<file path="config.mk">
export PLATFORM = sky130hd
export DESIGN_NAME = uart_irq_regbank
export DESIGN_NICKNAME = d
export VERILOG_FILES = /design/src/rtl/uirq_pkg.sv /design/src/rtl/uirq_fifo.sv /design/src/rtl/uirq_src.sv /design/src/rtl/uart_irq_regbank.sv
export SDC_FILE = /design/constraint.sdc
export NUM_CORES = 2
export LEC_CHECK = 0
export ABC_AREA = 1
export BUFFER_PORTS_ARGS = -buffer_cell sky130_fd_sc_hd__buf_2
export CAP_MARGIN = 25
export CORE_UTILIZATION = 25
export CTS_CLUSTER_DIAMETER = 150
export CTS_CLUSTER_SIZE = 20
export DETAILED_ROUTE_END_ITERATION = 10
export GPL_ROUTABILITY_DRIVEN = 0
export GPL_TIMING_DRIVEN = 0
export PLACE_DENSITY = 0.49
export SYNTH_ARGS = -nofsm -noshare
export SYNTH_HDL_FRONTEND = slang
export SYNTH_HIERARCHICAL = 1
export SYNTH_SLANG_ARGS = --single-unit
</file>
<file path="constraint.sdc">
create_clock -name clk -period 6.4 [get_ports clk]
set_clock_uncertainty 0.05 [all_clocks]
set_input_delay 0.32 -clock clk [delete_from_list [all_inputs] [get_ports clk]]
set_output_delay 0.32 -clock clk [all_outputs]
set_load 0.005 [all_outputs]
</file>
<file path="src/rtl/uirq_pkg.sv">
`timescale 1ns/1ps
package uirq_pkg;
  // Register byte offsets (software decodes these)
  localparam logic [7:0] OFS_TXD  = 8'h00;
  localparam logic [7:0] OFS_RXD  = 8'h04;
  localparam logic [7:0] OFS_LST  = 8'h08;
  localparam logic [7:0] OFS_FST  = 8'h0C;
  localparam logic [7:0] OFS_IEN  = 8'h10;
  localparam logic [7:0] OFS_ICLR = 8'h14;
  localparam logic [7:0] OFS_LCR  = 8'h18;
  localparam logic [7:0] OFS_CTL1 = 8'h1C;
  localparam logic [7:0] OFS_CTL2 = 8'h20;
  localparam logic [7:0] OFS_DIVL = 8'h24;
  localparam logic [7:0] OFS_DIVH = 8'h28;
  localparam logic [7:0] OFS_IMS  = 8'h2C;

  // Interrupt bit positions shared by enable, clear and masked status
  localparam int BIT_RXF = 0;
  localparam int BIT_TXE = 1;
  localparam int BIT_BRK = 7;
  localparam int BIT_TMO = 13;

  typedef struct packed {
    logic tmo;
    logic brk;
    logic txe;
    logic rxf;
  } isrc_t;

  function automatic logic [31:0] isrc_to_word(isrc_t s);
    logic [31:0] w;
    w = '0;
    w[BIT_RXF] = s.rxf;
    w[BIT_TXE] = s.txe;
    w[BIT_BRK] = s.brk;
    w[BIT_TMO] = s.tmo;
    return w;
  endfunction

  function automatic isrc_t word_to_isrc(logic [31:0] w);
    isrc_t s;
    s.rxf = w[BIT_RXF];
    s.txe = w[BIT_TXE];
    s.brk = w[BIT_BRK];
    s.tmo = w[BIT_TMO];
    return s;
  endfunction
endpackage

</file>
<file path="src/rtl/uirq_fifo.sv">
`timescale 1ns/1ps
module uirq_fifo #(
  parameter int DEPTH = 128,
  parameter int DW    = 8,
  localparam int PW   = $clog2(DEPTH),
  localparam int CW   = $clog2(DEPTH + 1)
) (
  input  logic          clk,
  input  logic          rst_n,
  input  logic          push,
  input  logic [DW-1:0] push_data,
  input  logic          pop,
  output logic [DW-1:0] head,
  output logic [CW-1:0] count,
  output logic          full,
  output logic          empty
);
  function automatic logic [PW-1:0] ptr_next(logic [PW-1:0] p);
    return (p == PW'(DEPTH - 1)) ? '0 : p + PW'(1);
  endfunction

  logic [DW-1:0] mem [DEPTH];
  logic [PW-1:0] wptr, rptr;
  logic          do_push, do_pop;

  assign full    = (count == CW'(DEPTH));
  assign empty   = (count == '0);
  assign do_push = push & ~full;
  assign do_pop  = pop & ~empty;
  assign head    = empty ? '0 : mem[rptr];

  always_ff @(posedge clk) begin
    if (do_push) mem[wptr] <= push_data;
  end

  always_ff @(posedge clk or negedge rst_n) begin
    if (!rst_n) begin
      wptr  <= '0;
      rptr  <= '0;
      count <= '0;
    end else begin
      if (do_push) wptr <= ptr_next(wptr);
      if (do_pop)  rptr <= ptr_next(rptr);
      count <= count + CW'(do_push) - CW'(do_pop);
    end
  end
endmodule

</file>
<file path="src/rtl/uirq_src.sv">
`timescale 1ns/1ps
module uirq_src
  import uirq_pkg::*;
#(
  parameter int CW = 8,
  parameter int TW = 7
) (
  input  logic          clk,
  input  logic          rst_n,
  input  logic [CW-1:0] rx_cnt,
  input  logic [CW-1:0] tx_cnt,
  input  logic [TW-1:0] rx_thr,
  input  logic [TW-1:0] tx_thr,
  input  logic          brk_evt,
  input  logic          tmo_evt,
  input  logic          clr_wr,
  input  isrc_t         clr_bits,
  input  isrc_t         ien,
  output isrc_t         raw,
  output isrc_t         masked,
  output logic          irq
);
  function automatic logic at_or_above(logic [CW-1:0] c, logic [TW-1:0] t);
    return c >= CW'(t);
  endfunction

  function automatic logic at_or_below(logic [CW-1:0] c, logic [TW-1:0] t);
    return c <= CW'(t);
  endfunction

  // Sticky flags: index 0 = break, 1 = timeout. Set wins over clear.
  logic [1:0] evt, clr_sel, flag;
  assign evt     = {tmo_evt, brk_evt};
  assign clr_sel = {clr_bits.tmo, clr_bits.brk};

  for (genvar gi = 0; gi < 2; gi++) begin : g_sticky
    always_ff @(posedge clk or negedge rst_n) begin
      if (!rst_n) flag[gi] <= 1'b0;
      else        flag[gi] <= evt[gi] | (flag[gi] & ~(clr_wr & clr_sel[gi]));
    end
  end

  always_comb begin
    raw.rxf = at_or_above(rx_cnt, rx_thr);
    raw.txe = at_or_below(tx_cnt, tx_thr);
    raw.brk = flag[0];
    raw.tmo = flag[1];
    masked  = raw & ien;
  end

  assign irq = |masked;
endmodule

</file>
<file path="src/rtl/uart_irq_regbank.sv">
`timescale 1ns/1ps
module uart_irq_regbank
  import uirq_pkg::*;
#(
  parameter int DEPTH  = 128,
  parameter int DW     = 8,
  parameter int ADDR_W = 8
) (
  input  logic              clk,
  input  logic              rst_n,
  input  logic [ADDR_W-1:0] bus_addr,
  input  logic              bus_wr,
  input  logic [31:0]       bus_wdata,
  input  logic              bus_rd,
  output logic [31:0]       bus_rdata,
  input  logic              tx_pop,
  output logic [DW-1:0]     tx_data,
  output logic              tx_avail,
  input  logic              rx_push,
  input  logic [DW-1:0]     rx_data,
  input  logic              brk_evt,
  input  logic              tmo_evt,
  output logic              dma_en,
  output logic              loop_en,
  output logic [7:0]        line_ctl,
  output logic [20:0]       baud_div,
  output logic              irq
);
  // Count fields are 8 bits wide in the status word: DEPTH <= 255.
  localparam int CW      = $clog2(DEPTH + 1);
  localparam int TW      = $clog2(DEPTH);
  localparam int THR_DEF = DEPTH / 2;

  function automatic logic at(logic [ADDR_W-1:0] a, logic [7:0] ofs);
    return a == ADDR_W'(ofs);
  endfunction

  // Named bus events
  logic tx_wr, rx_rd, clr_wr;
  assign tx_wr  = bus_wr & at(bus_addr, OFS_TXD);
  assign rx_rd  = bus_rd & at(bus_addr, OFS_RXD);
  assign clr_wr = bus_wr & at(bus_addr, OFS_ICLR);

  // Registers
  isrc_t         ien_q;
  logic [7:0]    lcr_q;
  logic [31:0]   ctl1_q;
  logic [TW-1:0] rx_thr_q, tx_thr_q;
  logic [15:0]   div_lo_q;
  logic [4:0]    div_hi_q;

  always_ff @(posedge clk or negedge rst_n) begin
    if (!rst_n) begin
      ien_q    <= '0;
      lcr_q    <= '0;
      ctl1_q   <= '0;
      rx_thr_q <= TW'(THR_DEF);
      tx_thr_q <= TW'(THR_DEF);
      div_lo_q <= '0;
      div_hi_q <= '0;
    end else if (bus_wr) begin
      if (at(bus_addr, OFS_IEN))  ien_q  <= word_to_isrc(bus_wdata);
      if (at(bus_addr, OFS_LCR))  lcr_q  <= bus_wdata[7:0];
      if (at(bus_addr, OFS_CTL1)) ctl1_q <= bus_wdata;
      if (at(bus_addr, OFS_CTL2)) begin
        rx_thr_q <= bus_wdata[TW-1:0];
        tx_thr_q <= bus_wdata[8 +: TW];
      end
      if (at(bus_addr, OFS_DIVL)) div_lo_q <= bus_wdata[15:0];
      if (at(bus_addr, OFS_DIVH)) div_hi_q <= bus_wdata[4:0];
    end
  end

  // FIFOs
  logic [CW-1:0] tx_cnt, rx_cnt;
  logic          tx_full, tx_empty, rx_full, rx_empty;
  logic [DW-1:0] rx_head;

  uirq_fifo #(.DEPTH(DEPTH), .DW(DW)) u_txq (
    .clk(clk), .rst_n(rst_n),
    .push(tx_wr), .push_data(bus_wdata[DW-1:0]),
    .pop(tx_pop), .head(tx_data),
    .count(tx_cnt), .full(tx_full), .empty(tx_empty)
  );

  uirq_fifo #(.DEPTH(DEPTH), .DW(DW)) u_rxq (
    .clk(clk), .rst_n(rst_n),
    .push(rx_push), .push_data(rx_data),
    .pop(rx_rd), .head(rx_head),
    .count(rx_cnt), .full(rx_full), .empty(rx_empty)
  );

  // Interrupt sources
  isrc_t src_raw, src_masked;

  uirq_src #(.CW(CW), .TW(TW)) u_src (
    .clk(clk), .rst_n(rst_n),
    .rx_cnt(rx_cnt), .tx_cnt(tx_cnt),
    .rx_thr(rx_thr_q), .tx_thr(tx_thr_q),
    .brk_evt(brk_evt), .tmo_evt(tmo_evt),
    .clr_wr(clr_wr), .clr_bits(word_to_isrc(bus_wdata)),
    .ien(ien_q), .raw(src_raw), .masked(src_masked), .irq(irq)
  );

  // Read mux
  always_comb begin
    bus_rdata = '0;
    case (8'(bus_addr))
      OFS_RXD:  bus_rdata[DW-1:0] = rx_head;
      OFS_LST: begin
        bus_rdata[0]  = ~rx_empty;
        bus_rdata[7]  = src_raw.brk;
        bus_rdata[15] = ~tx_full;
      end
      OFS_FST: begin
        bus_rdata[CW-1:0]  = rx_cnt;
        bus_rdata[8 +: CW] = tx_cnt;
      end
      OFS_IEN:  bus_rdata = isrc_to_word(ien_q);
      OFS_LCR:  bus_rdata[7:0] = lcr_q;
      OFS_CTL1: bus_rdata = ctl1_q;
      OFS_CTL2: begin
        bus_rdata[TW-1:0] = rx_thr_q;
        bus_rdata[8 +: TW] = tx_thr_q;
      end
      OFS_DIVL: bus_rdata[15:0] = div_lo_q;
      OFS_DIVH: bus_rdata[4:0]  = div_hi_q;
      OFS_IMS:  bus_rdata = isrc_to_word(src_masked);
      default:  bus_rdata = '0;
    endcase
    if (ADDR_W > 8 && (bus_addr >> 8) != '0) bus_rdata = '0;
  end

  assign tx_avail = ~tx_empty;
  assign dma_en   = ctl1_q[15];
  assign loop_en  = ctl1_q[14];
  assign line_ctl = lcr_q;
  assign baud_div = {div_hi_q, div_lo_q};

  logic unused_ok;
  assign unused_ok = rx_full;
endmodule

</file>
==> After elaboration in Yosys (flattened, before gate mapping) <==
Memories as Yosys holds them, arrays and structs flattened.
Cells that the tools add are included.
Widths: inputs -> output; s select.
{ "word_totals": {"ff_bits": 125, "ramBits": 2048, "in_bits": 56, "out_inout_bits": 73, "word_cells": 94, "memories": 2} }
{ "memory_table": {"columns": ["memory", "words", "width", "rd", "rd_clocked_by_memory_dff", "write_ports", "line", "rtl"], "rows": [
  ["u_rxq.mem", 128, 8, 1, 0, 1, "uirq_fifo.sv:22", "logic [DW-1:0] mem [DEPTH];"],
  ["u_txq.mem", 128, 8, 1, 0, 1, "uirq_fifo.sv:22", null]
]} }
{ "classes": {"addsub": 8, "order_cmp": 2, "n_eq_ne": 17, "mux": 17, "n_bitwise": 20, "reduce_logical": 10} }
{ "op_table": {"columns": ["cell", "n"], "rows": [
  ["$pmux 7 s6", 1],
  ["$pmux 4 s9", 1],
  ["$eq 8x5->1 const B", 4],
  ["$eq 8x6->1 const B", 4],
  ["$add 7x1->7 const B", 4],
  ["$eq 7x7->1 const B", 4],
  ["$mux 7", 4],
  ["$logic_not 8->1", 3],
  ["$add 8x1->8", 2],
  ["$eq 8x4->1 const B", 2],
  ["$eq 8x8->1 const B", 2],
  ["$mux 16", 1],
  ["$mux 8", 2],
  ["$sub 8x1->8", 2],
  ["$pmux 2 s6", 1],
  ["$reduce_and 2->1", 6],
  ["$and 1x1->1", 11],
  ["$pmux 1 s10", 1],
  ["$eq 8x3->1 const B", 1],
  ["$ge 8x7->1", 1],
  ["$le 8x7->1", 1],
  ["$pmux 1 s8", 1],
  ["$not 1->1", 6],
  ["$and 4x4->4", 1],
  ["4 further kinds", 8]
]} }

==> Logic depth before layout (Yosys ltp) <==
{ "logic_depth": {"depth_word": 6, "mapped_depth": 21, "depth_no_buf": 18} }

==> Cells and area by module <==
The synthesis kept the hierarchy.
{ "by_module_without_submodules": {"columns": ["module", "n_inst", "cells_per_inst", "area_each_um2", "seq_area_each_um2"], "rows": [
  ["uirq_fifo (u_rxq)", 1, 3943, 44079.8, 31300.0],
  ["uirq_fifo (u_txq)", 1, 3941, 43814.5, 31300.0],
  ["uart_irq_regbank", 1, 533, 3983.8, 1979.4],
  ["uirq_src", 1, 86, 529.3, 50.0]
]} }

==> Worst setup path after synthesis <==
OpenSTA, ideal clock, no wires.
{ "synth_timing": {"kind": "flip-flop to flip-flop", "startpoint": "reg u_txq.count[2]", "endpoint": "reg u_txq.count[6]", "setup_time_ns": 0.122, "arrival_ns": 2.858, "required_time_ns": 6.228, "setup_slack_ns": 3.369, "stages_incl_launch_ff": 17, "n_path_buf": 0, "synth_period_minus_slack_ns": 3.031, "path_cell_list": "dfrtp_1 inv_1 ha_1 nor3b_1 nand3_1 nand2_1 inv_1 ha_1 inv_1 ha_1 inv_1 fa_1 o21ai_0 a21oi_1 nor2_1 nor2_1 xnor2_1"} }
{ "synth_via": {"word_cells_on_any_way": 8, "classes_between": "add/sub: 2; eq/ne: 1; bitwise: 4; reduce/logical: 1"} }
{ "synth_lines": {"columns": ["element", "line", "rtl"], "rows": [
  ["start, declared", "uirq_fifo.sv:14", "output logic [CW-1:0] count,"],
  ["start signal, assigned", "uirq_fifo.sv:44", "count <= count + CW'(do_push) - CW'(do_pop);"],
  ["$logic_not 8->1", "uirq_fifo.sv:27", "assign empty = (count == '0);"],
  ["$not 1->1", "uirq_fifo.sv:29", "assign do_pop = pop & ~empty;"],
  ["$and 1x1->1", "uirq_fifo.sv:29", null],
  ["net u_txq.do_pop", "uirq_fifo.sv:24", "logic do_push, do_pop;"],
  ["$sub 8x1->8", "uirq_fifo.sv:44", null]
]} }
The timed path passes the listed nets, and every way through them passes these cells.
A chain may end at the register's enable or synchronous reset.

==> Worst setup path in the final report <==
{ "layout_timing": {"startpoint": "reg u_rxq.rptr[0]", "endpoint": "out bus_rdata[0]"} }
{ "layout_via": {"elab_chain_len": 3} }
{ "layout_rtl": {"columns": ["element", "line", "rtl"], "rows": [
  ["start, declared", "uirq_fifo.sv:23", "logic [PW-1:0] wptr, rptr;"],
  ["start signal, assigned", "uirq_fifo.sv:43", "if (do_pop) rptr <= ptr_next(rptr);"],
  ["$mem_v2 128x8", null, null],
  ["$mux 8", "uirq_fifo.sv:30", "assign head = empty ? '0 : mem[rptr];"],
  ["net rx_head[0]", "uart_irq_regbank.sv:77", "logic [DW-1:0] rx_head;"],
  ["$pmux 1 s10", "uart_irq_regbank.sv:108", "case (8'(bus_addr))"],
  ["end, declared", "uart_irq_regbank.sv:15", "output logic [31:0] bus_rdata,"]
]} }
The timed path passes the listed nets, and every way through them passes these cells.

==> results.json <==
{
  "dr.pass1.iters": 6,
  "setup.worst_path.end_class": "output pin",
  "critPathTopFamily": "simple AND/OR/NAND/NOR gates",
  "gr-total-overflow": 0,
  "slowest_stage": "clkbuf_1",
  "dp_hpwl_mm": 238,
  "hold_path.class": "input port to register",
  "pin_count": 129,
  "cts_inserted_buffers": 118,
  "hold_start": "bus_addr[4]",
  "cp.buffers_inverters": 5,
  "holdPathEnd": "ien_q[2]",
  "die_h_um": 610,
  "vias": 66600,
  "clockBufferDepth": 3,
  "worstMarginPinSlew_ns": 1.23,
  "drive_above_1_share_pct": 7.54,
  "vias_per_cell": 4.82,
  "vdd_drop_max_mv": 0.292,
  "crit_arrival_ns": 4.91,
  "cts.sinks": 2173,
  "regToRegEndpoint": "u_txq/count[6]",
  "fp.coreArea_sq_um": 367000,
  "hold_path_depth": 6,
  "grt_pass1_vias": 62500,
  "worstReg2RegStart": "u_txq/count[2]",
  "drcViolationCount": 0,
  "wl_met2_mm": 154,
  "m1WireLength_mm": 141,
  "drt_wl_total_mm": 338,
  "max_slew_margin_pct": 17.4,
  "synthesis.nets": 8602,
  "path_common_cell": "nor2_1",
  "setup_viol_count_final": 0,
  "post_cts_buffers": 0,
  "grtUsageTotal_pct": 17.5,
  "syn_inst": 8502,
  "final_nets": 8988,
  "tns_ns": 0,
  "drtIter0Drc": 8830,
  "status": "complete, no violations",
  "met3_length_mm": 28.6,
  "portBuffers": 127,
  "place_ws_ns": 1.58,
  "rsz0062_at_grt": "no",
  "path_clk_slew_ns": 0.09,
  "initial_core_util_pct": 25.2,
  "critPathMaxStageDelay_ns": 0.66,
  "die_w_um": 610,
  "htree_levels": 3,
  "grt_pass1_wl_mm": 469,
  "worst-path-max-fanout": 10,
  "final_antenna_net_count": 0,
  "fp-row-count": 222,
  "critPathRequiredTime_ns": 6.03,
  "drv_slew": 0,
  "finalCritPeriodShare_pct": 82.5,
  "fmax_ghz": 0.190,
  "syn-cell-area_sq_um": 92400,
  "hold_viol_final": 0,
  "tritoncts": "done",
  "rr_worst_depth": 16,
  "die_area_sq_um": 372000,
  "critical_path_class": "register to output pin",
  "power.leakage_uw": 0.0378,
  "reg2reg_slack_ns": 1.83,
  "p_per_area_nw_per_um2": 320,
  "antenna_found_initial": 15,
  "start_kind": "register",
  "route.top_layer_used": "met5",
  "area_delta_synth_final_pct": 12.9,
  "wl_per_cell_um": 24.5,
  "grt_start_max_net_pins": 101,
  "yosys_warnings": 6,
  "finalPower_uw": 33300,
  "avgSynthCellArea_sq_um": 10.9,
  "crit_chain": "inv_2 > buf_4 > clkbuf_1 > o21ai_1 > o211ai_1 > nand2_1 > nor2_1 > nor2_1 > nor2_1 > nor2_1 > nor2_1 > nand2_1 > nand2_1 > inv_1 > nand3_1 > buf_2",
  "postLayoutSetupSlackWorst_ns": 1.12,
  "period_needed_ns": 5.28,
  "clkLatencyLatePin_ns": 0.79,
  "cts_root_buffer": "clkbuf_16",
  "drv_cap": 0
}
## placed cells by master, fill, tap and decap left out, types with 3 or more instances in the layout
| cell type | n |
|---|---|
| a21oi_1 | 107 |
| buf_1 | 31 |
| buf_16 | 17 |
| buf_2 | 281 |
| buf_4 | 106 |
| buf_6 | 88 |
| buf_8 | 6 |
| clkbuf_1 | 226 |
| clkbuf_16 | 120 |
| clkbuf_2 | 4 |
| clkinv_1 | 9 |
| dfrtp_1 | 123 |
| diode_2 | 3 |
| dlygate4sd3_1 | 47 |
| edfxtp_1 | 2048 |
| ha_1 | 42 |
| inv_1 | 631 |
| inv_2 | 11 |
| inv_6 | 4 |
| nand2_1 | 1655 |
| nand2_2 | 4 |
| nand3_1 | 528 |
| nand3_2 | 4 |
| nand4_1 | 19 |
| nor2_1 | 1794 |
| nor2_2 | 3 |
| nor2_4 | 5 |
| nor3_1 | 12 |
| nor3_2 | 6 |
| o211ai_1 | 145 |
| o211ai_2 | 8 |
| o21ai_0 | 665 |
| o21ai_1 | 147 |
| o22ai_1 | 36 |
| xnor2_1 | 5 |
| xor2_1 | 17 |
## worst max path at each step
stage	start	to	cells after the start
after floorplan	u_txq/count[2]	u_txq/count[6]	16
after global placement	bus_wr	u_txq/mem[89][1]	8
after detailed placement	bus_wr	u_txq/mem[59][1]	8
after CTS	u_rxq/rptr[0]	bus_rdata[1]	16
after global routing	u_rxq/rptr[2]	bus_rdata[1]	15
final	u_rxq/rptr[0]	bus_rdata[0]	16
## metrics by stage
step | cells | hold WS, ns | instance area, sq um | util [%]
after floorplan | 8502 | -0.0256 | 92400 | -
after CTS | 13800 | 0.00136 | 104000 | 28.4
after global routing | 13800 | 0.0610 | 104000 | 28.4
after detailed placement | 13500 | 0.231 | 100000 | 27.3
after global placement | 13400 | 0.434 | 99100 | 27.0
final | 13800 | 0.0592 | 104000 | 28.4
## flip-flops by register name, indices dropped and copies added, names as in the netlist, 8 cells and up
| name | cells |
|---|---|
| u_rxq/mem | 1024 |
| u_txq/mem | 1024 |
| ctl1_q | 32 |
| div_lo_q | 16 |
| line_ctl | 8 |
| u_rxq/count | 8 |
| u_txq/count | 8 |
## metal layers
metal / track usage [%] / up-vias
met5: 0 / -
met4: 6.67 / 8
met3: 2.89 / 582
met2: 28.0 / 3192
met1: 23.7 / 33300
li1: - / 29400
## final cells by class
cell class / count / area (sq um)
fillers: 38000 / 262000
flip-flops and latches: 2173 / 64600
multi-input cells: 5220 / 22900
well taps: 4816 / 6030
clock buffers: 206 / 3330
plain buffers: 456 / 2460
inverters: 653 / 2460
repair buffers: 266 / 2450
clock inverters: 5 / 51.3
diodes: 3 / 7.51
## timing repair
action	in CTS	in global routing
endpoints found under the setup margin	0	0
hold endpoints to repair	847	0
hold buffers	47	0
gates resized for setup	0	0
## worst reg2reg max path, cell delays in order, from the launching register on
cell and delay, ns:
dfrtp_1 0.46, inv_1 0.12, ha_1 0.14, nor3b_1 0.26
nand3_1 0.78, nand2_1 0.50, inv_1 0.32, ha_1 0.37
inv_1 0.05, ha_1 0.16, inv_1 0.06, fa_1 0.43
o21ai_0 0.34, a21oi_1 0.12, nor2_1 0.10, nor2_1 0.06
xnor2_1 0.17
## power breakdown
part | internal, uW | switching, uW
clock | 3540 | 4670
sequential | 15800 | 205
combinational | 2250 | 6900
total | 21600 | 11800
Power figures use the tool's default switching activity.
